**src/rtl/cpt_pkg.sv**
```systemverilog
package cpt_pkg;

  localparam int OFS_CFG   = 'h00;
  localparam int OFS_MODE  = 'h04;
  localparam int OFS_CTRL  = 'h08;
  localparam int OFS_LOAD  = 'h10;
  localparam int OFS_MATCH = 'h14;
  localparam int OFS_MASK  = 'h18;
  localparam int OFS_RIS   = 'h1C;
  localparam int OFS_ICLR  = 'h20;
  localparam int OFS_VALUE = 'h24;

  localparam logic [2:0] CFG_SPLIT = 3'd4;
  localparam logic [1:0] MF_PWM    = 2'd2;
  localparam logic [1:0] MF_EDGE   = 2'd3;

  typedef struct packed {
    logic       alt_sel;
    logic       cap_sel;
    logic [1:0] field;
  } mode_t;

  typedef struct packed {
    logic invert;
    logic enable;
  } ctrl_t;

  function automatic logic mode_is_pwm(input mode_t m);
    return (m.field == MF_PWM) && m.alt_sel && !m.cap_sel;
  endfunction

  function automatic logic mode_is_edge(input mode_t m);
    return (m.field == MF_EDGE) && m.cap_sel && !m.alt_sel;
  endfunction

endpackage

```
**src/rtl/cpt_edge_sync.sv**
```systemverilog
module cpt_edge_sync #(
  parameter int STAGES = 2
) (
  input  logic clk,
  input  logic rst,
  input  logic din,
  output logic rise
);
  logic [STAGES-1:0] chain;
  logic              last_q;

  always_ff @(posedge clk) begin
    if (rst) begin
      chain  <= '0;
      last_q <= 1'b0;
    end else begin
      chain  <= {chain[STAGES-2:0], din};
      last_q <= chain[STAGES-1];
    end
  end

  assign rise = chain[STAGES-1] & ~last_q;
endmodule

```
**src/rtl/cpt_counter.sv**
```systemverilog
module cpt_counter #(
  parameter int CNT_W = 16
) (
  input  logic             clk,
  input  logic             rst,
  input  logic             run,
  input  logic             load_wr,
  input  logic [CNT_W-1:0] load_wdata,
  input  logic [CNT_W-1:0] load_val,
  output logic [CNT_W-1:0] cnt
);
  always_ff @(posedge clk) begin
    if (rst)                cnt <= '0;
    else if (load_wr)       cnt <= load_wdata;
    else if (!run)          cnt <= load_val;
    else if (cnt == '0)     cnt <= load_val;
    else                    cnt <= cnt - 1'b1;
  end
endmodule

```
**src/rtl/cpt_pwm_gen.sv**
```systemverilog
module cpt_pwm_gen #(
  parameter int CNT_W = 16
) (
  input  logic             clk,
  input  logic             rst,
  input  logic             active,
  input  logic             invert,
  input  logic [CNT_W-1:0] cnt,
  input  logic [CNT_W-1:0] match,
  output logic             pwm_out
);
  logic above;
  assign above = cnt > match;

  always_ff @(posedge clk) begin
    if (rst)         pwm_out <= 1'b0;
    else if (active) pwm_out <= above ^ invert;
    else             pwm_out <= invert;
  end
endmodule

```
**src/rtl/cpt_regs.sv**
```systemverilog
module cpt_regs
  import cpt_pkg::*;
#(
  parameter int ADDR_W = 8,
  parameter int DATA_W = 32,
  parameter int CNT_W  = 16
) (
  input  logic              clk,
  input  logic              rst,
  input  logic              bus_valid,
  input  logic              bus_write,
  input  logic [ADDR_W-1:0] bus_addr,
  input  logic [DATA_W-1:0] bus_wdata,
  output logic [DATA_W-1:0] bus_rdata,
  input  logic [CNT_W-1:0]  cnt,
  input  logic              cap_evt,
  input  logic              edge_mode,
  output logic [2:0]        cfg_q,
  output mode_t             mode_q,
  output ctrl_t             ctrl_q,
  output logic [CNT_W-1:0]  load_q,
  output logic [CNT_W-1:0]  match_q,
  output logic              mask_q,
  output logic              ris_q,
  output logic              load_wr
);
  logic [ADDR_W-1:0] word_addr;
  logic              wr_en, rd_en;
  logic              sel_cfg, sel_mode, sel_ctrl, sel_load, sel_match;
  logic              sel_mask, sel_ris, sel_iclr, sel_value;
  logic [CNT_W-1:0]  cap_q;
  logic [DATA_W-1:0] rmux;
  logic [1:0]        unused_addr;
  logic [DATA_W-CNT_W-1:0] unused_wdata;

  assign unused_addr  = bus_addr[1:0];
  assign unused_wdata = bus_wdata[DATA_W-1:CNT_W];

  assign word_addr = {bus_addr[ADDR_W-1:2], 2'b00};
  assign wr_en     = bus_valid & bus_write;
  assign rd_en     = bus_valid & ~bus_write;

  assign sel_cfg   = word_addr == ADDR_W'(OFS_CFG);
  assign sel_mode  = word_addr == ADDR_W'(OFS_MODE);
  assign sel_ctrl  = word_addr == ADDR_W'(OFS_CTRL);
  assign sel_load  = word_addr == ADDR_W'(OFS_LOAD);
  assign sel_match = word_addr == ADDR_W'(OFS_MATCH);
  assign sel_mask  = word_addr == ADDR_W'(OFS_MASK);
  assign sel_ris   = word_addr == ADDR_W'(OFS_RIS);
  assign sel_iclr  = word_addr == ADDR_W'(OFS_ICLR);
  assign sel_value = word_addr == ADDR_W'(OFS_VALUE);

  assign load_wr = wr_en & sel_load;

  // configuration registers
  always_ff @(posedge clk) begin
    if (rst) begin
      cfg_q   <= '0;
      mode_q  <= '0;
      ctrl_q  <= '0;
      load_q  <= '0;
      match_q <= '0;
      mask_q  <= 1'b0;
    end else if (wr_en) begin
      if (sel_cfg)   cfg_q   <= bus_wdata[2:0];
      if (sel_mode)  mode_q  <= mode_t'(bus_wdata[3:0]);
      if (sel_ctrl)  ctrl_q  <= ctrl_t'(bus_wdata[1:0]);
      if (sel_load)  load_q  <= bus_wdata[CNT_W-1:0];
      if (sel_match) match_q <= bus_wdata[CNT_W-1:0];
      if (sel_mask)  mask_q  <= bus_wdata[0];
    end
  end

  // event status: a new event outranks a clear in the same cycle
  always_ff @(posedge clk) begin
    if (rst)                                ris_q <= 1'b0;
    else if (cap_evt)                       ris_q <= 1'b1;
    else if (wr_en && sel_iclr && bus_wdata[0]) ris_q <= 1'b0;
  end

  always_ff @(posedge clk) begin
    if (rst)          cap_q <= '0;
    else if (cap_evt) cap_q <= cnt;
  end

  always_comb begin
    rmux = '0;
    if (sel_cfg)        rmux = DATA_W'(cfg_q);
    else if (sel_mode)  rmux = DATA_W'(mode_q);
    else if (sel_ctrl)  rmux = DATA_W'(ctrl_q);
    else if (sel_load)  rmux = DATA_W'(load_q);
    else if (sel_match) rmux = DATA_W'(match_q);
    else if (sel_mask)  rmux = DATA_W'(mask_q);
    else if (sel_ris)   rmux = DATA_W'(ris_q);
    else if (sel_value) rmux = edge_mode ? DATA_W'(cap_q) : DATA_W'(cnt);
  end

  always_ff @(posedge clk) begin
    if (rst)        bus_rdata <= '0;
    else if (rd_en) bus_rdata <= rmux;
  end
endmodule

```
**src/rtl/capture_pwm_timer.sv**
```systemverilog
module capture_pwm_timer
  import cpt_pkg::*;
#(
  parameter int ADDR_W      = 8,
  parameter int DATA_W      = 32,
  parameter int CNT_W       = 16,
  parameter int SYNC_STAGES = 2
) (
  input  logic              clk,
  input  logic              rst,
  input  logic              bus_valid,
  input  logic              bus_write,
  input  logic [ADDR_W-1:0] bus_addr,
  input  logic [DATA_W-1:0] bus_wdata,
  output logic [DATA_W-1:0] bus_rdata,
  input  logic              cap_in,
  output logic              pwm_out,
  output logic              irq
);
  logic [2:0]       cfg_q;
  mode_t            mode_q;
  ctrl_t            ctrl_q;
  logic [CNT_W-1:0] load_q, match_q, cnt;
  logic             mask_q, ris_q, load_wr;
  logic             pwm_mode, cap_mode, run, pwm_run, cap_run, inv;
  logic             cap_rise, cap_evt;

  assign pwm_mode = (cfg_q == CFG_SPLIT) && mode_is_pwm(mode_q);
  assign cap_mode = (cfg_q == CFG_SPLIT) && mode_is_edge(mode_q);
  assign run      = ctrl_q.enable && (pwm_mode || cap_mode);
  assign pwm_run  = run && pwm_mode;
  assign cap_run  = run && cap_mode;
  assign inv      = ctrl_q.invert;
  assign cap_evt  = cap_rise && cap_run;

  cpt_regs #(.ADDR_W(ADDR_W), .DATA_W(DATA_W), .CNT_W(CNT_W)) u_regs (
    .clk(clk), .rst(rst),
    .bus_valid(bus_valid), .bus_write(bus_write), .bus_addr(bus_addr),
    .bus_wdata(bus_wdata), .bus_rdata(bus_rdata),
    .cnt(cnt), .cap_evt(cap_evt), .edge_mode(cap_mode),
    .cfg_q(cfg_q), .mode_q(mode_q), .ctrl_q(ctrl_q), .load_q(load_q),
    .match_q(match_q), .mask_q(mask_q), .ris_q(ris_q), .load_wr(load_wr)
  );

  cpt_counter #(.CNT_W(CNT_W)) u_cnt (
    .clk(clk), .rst(rst), .run(run), .load_wr(load_wr),
    .load_wdata(bus_wdata[CNT_W-1:0]), .load_val(load_q), .cnt(cnt)
  );

  cpt_edge_sync #(.STAGES(SYNC_STAGES)) u_sync (
    .clk(clk), .rst(rst), .din(cap_in), .rise(cap_rise)
  );

  cpt_pwm_gen #(.CNT_W(CNT_W)) u_pwm (
    .clk(clk), .rst(rst), .active(pwm_run), .invert(inv),
    .cnt(cnt), .match(match_q), .pwm_out(pwm_out)
  );

  always_ff @(posedge clk) begin
    if (rst) irq <= 1'b0;
    else     irq <= ris_q & mask_q;
  end
endmodule

```
**config.mk**
```make
export PLATFORM = sky130hd
export DESIGN_NAME = capture_pwm_timer
export DESIGN_NICKNAME = d
export VERILOG_FILES = /design/src/rtl/cpt_pkg.sv /design/src/rtl/cpt_edge_sync.sv /design/src/rtl/cpt_counter.sv /design/src/rtl/cpt_pwm_gen.sv /design/src/rtl/cpt_regs.sv /design/src/rtl/capture_pwm_timer.sv
export SDC_FILE = /design/constraint.sdc
export NUM_CORES = 1
export LEC_CHECK = 0
export BUFFER_PORTS_ARGS = -buffer_cell sky130_fd_sc_hd__buf_4
export CAP_MARGIN = 0
export CORE_UTILIZATION = 27
export CTS_CLUSTER_SIZE = 20
export DETAILED_ROUTE_END_ITERATION = 6
export SETUP_SLACK_MARGIN = 0.05
export SLEW_MARGIN = 40
export SYNTH_ARGS = -nofsm -noshare
export SYNTH_HDL_FRONTEND = slang
export SYNTH_SLANG_ARGS = --single-unit
export TNS_END_PERCENT = 10
```
**constraint.sdc**
```tcl
create_clock -name clk -period 3.9 [get_ports clk]
set_input_delay 0.39 -clock clk [delete_from_list [all_inputs] [get_ports clk]]
set_output_delay 0.39 -clock clk [all_outputs]
set_load 0.03 [all_outputs]
```
==> results.ini, run 1 <==
[sta]
worstMarginPinSlew_ns=0.866
slew-limit-headroom_pct=42.1
drv_slew=0
rsz0062_at_grt=false
clock_skew_ns=0.00848
timing.setup.tns_ns=0
finalSetupViolCount=0
hold_slack_ns=0.265
hold_violations=0
max_freq_mhz=409
finalCritPeriodShare_pct=62.7
fin_crit_ns=2.45

[clock_network]
clk_latency_ns=0.35
cts_tree=done
clockBufferDepth=2
htree_levels=3
cts.repair.resized=0
ctsHoldBuffers=0
clkSinkCount=96
cts_root_buf=clkbuf_16
cts_buffers=9
post_cts_buffers=0
path_clk_slew_ns=0.06

[die]
ios=79
rows=49
die_area_sq_um=19200
core_region_area_sq_um=18100
die_y_um=138
die_w_um=138
initial_core_util_pct=27.8

[placed_design]
placed_area_sq_um=5490
port-buffer-count=44
dp_hpwl_mm=9.12
place_congestion=0.802

[detailed_routing]
antenna_left=0
drt_wl_total_mm=13.2
drcViolationCount=12
vias_per_cell=4.98
drt_iter0_drc=379
wl_per_cell_um=15.7
dr.pass1.iters=7
vias=4161

[worst_hold_path]
min_path_type=input port to register

[critical_path]
crit_chain=and4bb_2, nand2_1, mux2_2, a222oi_1, o21ai_0
endpoint_kind=register
cp_top_family=simple AND/OR/NAND/NOR gates
critPathBufInv=0
arrival_ns=2.66
cp-start-kind=register
critPathSlowestCell=nand2_1
worstPathMaxFanout=16
cp_slowest_stage_delay_ns=0.62
cp_data_required_time_ns=4.12
criticalPathCategory=register to register

[synth]
yosys-top-cells-area=dfxtp_1 (38%), mux2i_1 (8.8%), nor2_1 (5.2%)
ys_types=52
yosysMostFrequentCell=dfxtp_1
synth-edff-count=0
ys_seq_elements=96
ys_top_cells_by_count=dfxtp_1 (96), nor2_1 (70), nand2_1 (64), mux2i_1 (44), a21oi_1 (32)
syn_avg_cell_area_sq_um=8.77
yosysSeqAreaShare_pct=38.3
netlist.area_leader.share_pct=38.3
yosys.area.top_type=dfxtp_1
syn_inst=573
synthArstFlopShare_pct=0
synthFlopType=dfxtp_1
yosys_warnings=0
netlist_area_sq_um=5020

[global_route]
first_global_vias=3863
antenna_found_initial=0
grt_use_total_pct=13.7
grt_pass1_wl_mm=20.7
grt_max_degree=84
grt-ovfl-total=0

[finish]
fillers=1875
post-route-util_pct=32.1
finalInstanceArea_sq_um=5800
final_nets=665
drive_gt1_share_pct=15.7
area_delta_synth_final_pct=15.4
seqCellArea_sq_um=1920
multiInputGateArea_sq_um=2800
diodes=0

[run_status]
status=finished with violations
violations=design-rule violations

[pwr]
irDropWorstVdd_v=0.000166
p_per_area_nw_per_um2=350
static-leakage-power_nw=2.22

[flow_run]
maxCapViolCount=0

==> cell type report <==
| type | instances | area share [%] |
|---|---|---|
| clock buffers | 12 | 4.42 |
| clock inverters | 4 | 0.906 |
| inverters | 21 | 1.36 |
| multi-input cells | 421 | 48.3 |
| flip-flops and latches | 96 | 33.1 |
| well taps | 229 | 4.94 |
| repair buffers | 53 | 6.93 |
==> per-layer routing <==
layer  wire [um]  vias to the layer above  track usage (%)
li1            -                     2095                -
met1        6220                     1954             18.3
met2        6070                       97             22.0
met3         670                       15             2.77
met4         201                        0             4.73
met5           0                        -                0
==> flip-flops by register name, indices dropped and copies added, names as in the netlist <==
register	count
u_regs.load_q	16
u_cnt.cnt	16
u_regs.cap_q	16
u_regs.mask_q	1
u_regs.cfg_q	3
u_regs.bus_rdata	16
u_regs.match_q	16
u_regs.mode_q	4
irq	1
u_sync.chain	2
u_pwm.pwm_out	1
u_sync.last_q	1
u_regs.ctrl_q	2
u_regs.ris_q	1
==> worst paths after layout <==
check | slack, ns | start | depth (start not counted) | endpoint
min | 0.26 | cap_in | 2 | u_sync.chain[0]
max reg2reg | 1.45 | u_regs.cfg_q[1] | 5 | u_regs.bus_rdata[4]
min reg2reg | 0.44 | u_sync.chain[0] | 1 | u_sync.chain[1]
max | 1.45 | u_regs.cfg_q[1] | 5 | u_regs.bus_rdata[4]
==> layout by cell type, fill, tap and decap left out, types with 2 or more instances in the layout <==
| cell type | netlist | final |
|---|---|---|
| a2111o_1 | 2 | 2 |
| a211oi_1 | 7 | 7 |
| a21oi_1 | 32 | 32 |
| a222oi_1 | 13 | 13 |
| buf_4 | 18 | 52 |
| clkbuf_16 | 0 | 9 |
| clkbuf_8 | 0 | 2 |
| clkinvlp_4 | 0 | 3 |
| conb_1 | 1 | 16 |
| dfxtp_1 | 96 | 96 |
| ha_1 | 18 | 18 |
| inv_1 | 21 | 21 |
| mux2_2 | 17 | 17 |
| mux2i_1 | 44 | 44 |
| nand2_1 | 64 | 64 |
| nand2b_1 | 4 | 4 |
| nand3_1 | 12 | 12 |
| nand4_1 | 8 | 8 |
| nand4b_1 | 16 | 16 |
| nor2_1 | 70 | 69 |
| nor2b_1 | 7 | 7 |
| nor3_1 | 7 | 7 |
| nor3_2 | 2 | 2 |
| nor4_1 | 6 | 6 |
| nor4b_1 | 2 | 2 |
| o211ai_1 | 11 | 11 |
| o21ai_0 | 9 | 9 |
| o21ai_1 | 11 | 11 |
| o221ai_1 | 3 | 3 |
| o22ai_1 | 4 | 4 |
| or3_1 | 2 | 2 |
| or4_1 | 4 | 4 |
| xnor2_1 | 10 | 10 |
| xor2_1 | 2 | 2 |
==> power by group <==
part	internal [W]	total, W	switching (W)
Sequential	0.000984	0.000987	0.00000271
Clock	0.000533	0.000920	0.000388
Combinational	0.0000387	0.000125	0.0000860
Total	0.00156	0.00203	0.000476
==> cells by family (layout without fill, tap and decap cells) <==
| group | Yosys count | in the layout | share of synthesized area [%] |
|---|---|---|---|
| other cells | 1 | 16 | 0.0746 |
| flops | 96 | 96 | 38.3 |
| simple gates | 213 | 213 | 21.6 |
| xor+xnor | 12 | 12 | 2.09 |
| mux | 61 | 61 | 12.6 |
| fa+ha+maj | 18 | 18 | 4.48 |
| compound gates | 101 | 101 | 13.7 |
| buf+inv | 71 | 90 | 7.20 |
==> through the flow <==
step                power (W)  setup WS [ns]  instances
floorplan             0.00110           1.88        588
global placement      0.00113           1.30        820
detailed placement    0.00113           1.30        820
CTS                   0.00204           1.46        836
global route          0.00210           1.28        836
finish                0.00203           1.45        836
No activity file was read; power rests on OpenSTA's default activity.
==> run 2: changes to the inputs <==
- clock period: 3.9 -> 2.1 ns (I/O delays scaled with it)
==> results.ini, run 2 (synthesized netlist as in run 1, its figures left out) <==
[critical_path]
criticalPathCategory=register to register
crit_cells=6
cp_slowest_stage_delay_ns=0.51
cp_top_family=simple AND/OR/NAND/NOR gates
cp-start-kind=register
critPathSlowestCell=or4_4
cp_data_required_time_ns=2.30
endpoint_kind=register
worstPathMaxFanout=7
critPathBufInv=1
reg2reg_depth=6
arrival_ns=2.21
crit_chain=or4_4, nor3b_4, a311o_1, buf_4, mux2i_2, a211oi_2

[finish]
final_common_cell=dfxtp_1
drive_gt1_share_pct=21.0
multiInputGateArea_sq_um=2830
seqCellArea_sq_um=1920
layout_common_cells=dfxtp_1 (95), buf_4 (85), nor2_1 (70)
fillers=1848
final_nets=702
diodes=0
finalInstanceArea_sq_um=6150
post-route-util_pct=34.0
area_delta_synth_final_pct=22.5

[global_route]
grt-ovfl-total=0
grt_max_degree=61
first_global_vias=4046
grt_use_total_pct=14.1
antenna_found_initial=0
grt_pass1_wl_mm=21.5

[clock_network]
cts_root_buf=clkbuf_16
clockBufferDepth=2
clk_latency_ns=0.34
ctsHoldBuffers=0
path_clk_slew_ns=0.07
clkSinkCount=96
cts_buffers=9
htree_levels=3
cts_tree=done

[sta]
max_freq_mhz=497
worstMarginPinSlew_ns=0.744
rsz0062_at_grt=true
hold_violations=0
drv_slew=0
clock_skew_ns=0.00703
fin_crit_ns=2.01
finalSetupViolCount=0
slew-limit-headroom_pct=50.2
finalCritPeriodShare_pct=95.9
hold_slack_ns=0.0794

[pwr]
irDropWorstVdd_v=0.000372
p_per_area_nw_per_um2=610
static-leakage-power_nw=2.45
pwr-share-seq_pct=48.9
p_int_w=0.00287
power_switching_w=0.000879
clkPwrFrac_pct=44.6
combPwrFrac_pct=6.6
swShare_pct=23.4

[die]
initial_core_util_pct=27.8
die_y_um=138
die_area_sq_um=19200
core_region_area_sq_um=18100
die_w_um=138
rows=49
ios=79

[detailed_routing]
vias=4275
dr.pass1.iters=7
drt_iter0_drc=376
antenna_left=0
drt_wl_total_mm=13.4
drcViolationCount=13
vias_per_cell=4.90
wl_per_cell_um=15.3

[run_status]
status=finished with violations
violations=design-rule violations

[worst_hold_path]
min_path_type=input port to register
worstHoldPathCells=2

[placed_design]
placed_area_sq_um=5730
place_congestion=0.810
port-buffer-count=44
dp_hpwl_mm=9.68

[flow_run]
maxCapViolCount=0

[run 2: cell count changes in the layout (fill, tap and decap cells not counted), sizes merged]
cell      delta
buf         +37
clkbuf       -2
clkinv       +2
clkinvlp     -2
inv          +1
[run 2: final cells by class]
cell class / instances / area share (%)
clock buffers: 10 / 3.88
flip-flops and latches: 96 / 31.3
multi-input cells: 421 / 46.0
clock inverters: 5 / 1.08
well taps: 229 / 4.66
inverters: 21 / 1.28
repair buffers: 90 / 11.9
[run 2: repair_timing]
action	4_1_cts	5_1_grt
setup buffers	0	10
resized for setup	0	8
setup endpoints to repair	0	11
[run 2: final timing paths]
| kind | from | endpoint | slack [ns] |
|---|---|---|---|
| min reg2reg | u_sync.chain[0] | u_sync.chain[1] | 0.44 |
| min | cap_in | u_sync.chain[0] | 0.08 |
| max | u_cnt.cnt[8] | u_cnt.cnt[0] | 0.09 |
| max reg2reg | u_cnt.cnt[8] | u_cnt.cnt[0] | 0.09 |
[run 2: per-stage QoR]
stage,TNS [ns],total power [W],setup slack (ns),instances
after detailed placement,0,0.00212,0.0593,847
final,0,0.00375,0.0866,872
after global placement,0,0.00212,0.0797,847
after CTS,0,0.00380,0.0685,862
after floorplan,0,0.00204,0.138,588
after global routing,-0.00392,0.00390,-0.00392,872
[run 2: worst register-to-register path, cell delays in order (launching register included)]
cell and delay (ns):
dfxtp_2 0.36, or4_4 0.51, nor3b_4 0.26, a311o_1 0.25, buf_4 0.18, mux2i_2 0.23
a211oi_2 0.09
[run 2: power groups by stage]
stage / sequential [W] / combinational, W / clock [W]
finish: 0.00183 / 0.000247 / 0.00167
CTS: 0.00183 / 0.000247 / 0.00172
global placement: 0.00187 / 0.000245 / 0
detailed placement: 0.00187 / 0.000246 / 0
global route: 0.00183 / 0.000269 / 0.00180
floorplan: 0.00188 / 0.000163 / 0
[run 2: routing by layer]
metal	track usage (%)	share of wire (%)	wire length (um)
met4	4.85	1.6	210
met2	22.9	47	6250
met5	0	0	0
met3	2.77	3.9	521
met1	18.6	48	6370
==> run 3: changes to the inputs <==
==> constraint.sdc (replaced) <==
create_clock -name clk -period 2.1 [get_ports clk]
set_input_delay 0.42 -clock clk [delete_from_list [all_inputs] [get_ports clk]]
set_output_delay 0.42 -clock clk [all_outputs]
set_load 0.03 [all_outputs]
==> results.ini, run 3 (synthesized netlist as in run 1, its figures left out) <==
[sta]
max_freq_mhz=484
slew-limit-headroom_pct=53.5
worstMarginPinSlew_ns=0.695
finalCritPeriodShare_pct=98.4
drv_slew=0
hold_violations=0
finalSetupViolCount=0
clock_skew_ns=0.00596
fin_crit_ns=2.07
worst_slack_ns=0.0326
timing.setup.tns_ns=0
rsz0062_at_grt=true

[pwr]
p_per_area_nw_per_um2=608
clkPwrFrac_pct=45.1
p_int_w=0.00292
power_switching_w=0.000893
pwr-share-seq_pct=48.1
static-leakage-power_nw=2.51
combPwrFrac_pct=6.8
irDropWorstVdd_v=0.000292
swShare_pct=23.4

[clock_network]
cts_buffers=9
path_clk_slew_ns=0.07
clk_latency_ns=0.34
cts_tree=done
ctsHoldBuffers=0
clockBufferDepth=2
htree_levels=3
clkSinkCount=96
cts_root_buf=clkbuf_16

[run_status]
violations=design-rule violations
status=finished with violations

[critical_path]
r2r-end=u_cnt.cnt[0]
cp-start-kind=register
worstPathMaxFanout=3
criticalPathCategory=register to register
r2r_start=u_cnt.cnt[6]
arrival_ns=2.32
endpoint_kind=register
crit_end=u_cnt.cnt[0]
critical_path.startpoint=u_cnt.cnt[6]
rrSetupSlack_ns=0.03
reg2reg_depth=6
cp_data_required_time_ns=2.35

[global_route]
grt_pass1_wl_mm=21.7
grt_max_degree=41
first_global_vias=4021
antenna_found_initial=0
grt_use_total_pct=14.2
grt-ovfl-total=0

[flow_run]
maxCapViolCount=0

[placed_design]
port-buffer-count=44
place_congestion=0.823
pre_cts_ws_ns=-0.134
placed_area_sq_um=5860
dp_hpwl_mm=9.98

[die]
rows=49
die_area_sq_um=19200
initial_core_util_pct=27.8
die_w_um=138
ios=79
die_y_um=138
core_region_area_sq_um=18100

[worst_hold_path]
worstHoldStart=cap_in
worstHoldPathCells=2
min_path_type=input port to register

[detailed_routing]
wl_per_cell_um=15.4
antenna_left=0
drt_wl_total_mm=13.5
vias_per_cell=4.95
vias=4349
dr.pass1.iters=7
drcViolationCount=12
drt_iter0_drc=340

[finish]
diodes=0
seqCellArea_sq_um=1930
layout_common_cells=dfxtp_1 (90), buf_4 (87), nor2_1 (69)
fillers=1830
finalInstanceArea_sq_um=6260
final_nets=708
area_delta_synth_final_pct=24.7
multiInputGateArea_sq_um=2830
final_common_cell=dfxtp_1
drive_gt1_share_pct=22.8

[run 3: cell count changes in the layout (fill, tap and decap cells not counted), moves of 2 or more]
cell / before / now
buf_4: 85 / 87
dfxtp_1: 95 / 90
buf_12: 4 / 8
dfxtp_2: 1 / 6
[run 3: how the worst min path moves through the flow]
stage	endpoint	slack (ns)
2_1_floorplan	u_sync.chain[1]	0.41
3_3_place_gp	u_sync.chain[1]	0.43
3_5_place_dp	u_sync.chain[1]	0.43
4_1_cts	u_sync.chain[0]	0.29
5_1_grt	u_sync.chain[0]	0.30
6_report	u_sync.chain[0]	0.29
[run 3: power by group through the flow]
stage                     sequential, W  clock [W]  combinational, W
final                           0.00183    0.00172          0.000259
after global routing            0.00183    0.00185          0.000278
after CTS                       0.00183    0.00177          0.000261
after detailed placement        0.00187          0          0.000260
after global placement          0.00187          0          0.000258
after floorplan                 0.00188          0          0.000163
[run 3: what timing repair did]
action	in CTS	in global routing
hold endpoints to repair	0	0
setup buffers	0	4
pin swaps	0	3
resized for setup	1	12
gates cloned	0	0
setup endpoints to repair	1	17
[run 3: area by class of cell]
class,count,area share [%]
inverter,21,1.26
multi-input combinational,421,45.1
timing repair buffer,96,13.2
clock inverter,5,1.02
sequential,96,30.8
tap,229,4.57
clock buffer,11,4.04
[run 3: layer usage]
metal  wire length, um  vias to the layer above  share of wire, %  track usage, %
met5                 0                        -                 0               0
met4               244                        0               1.8            4.49
met3               723                       19               5.4            2.74
met2              6270                      108                46            23.0
met1              6270                     2046                46            19.0
li1                  -                     2176                 -               -
[run 3: critical path, stage by stage, from the launching register on]
cell      delay, ns
dfxtp_2        0.32
or4_4          0.54
nor3b_4        0.32
a311o_1        0.34
buf_6          0.16
mux2i_1        0.07
a211oi_1       0.22
[run 3: metrics by stage]
step,std cells,total power [W],util [%],hold WS [ns]
3_3_place_gp,859,0.00213,32.4,0.427
4_1_cts,875,0.00386,34.2,0.290
3_5_place_dp,859,0.00213,32.4,0.427
5_1_grt,879,0.00396,34.6,0.295
2_1_floorplan,588,0.00204,-,0.414
6_report,879,0.00381,34.6,0.294
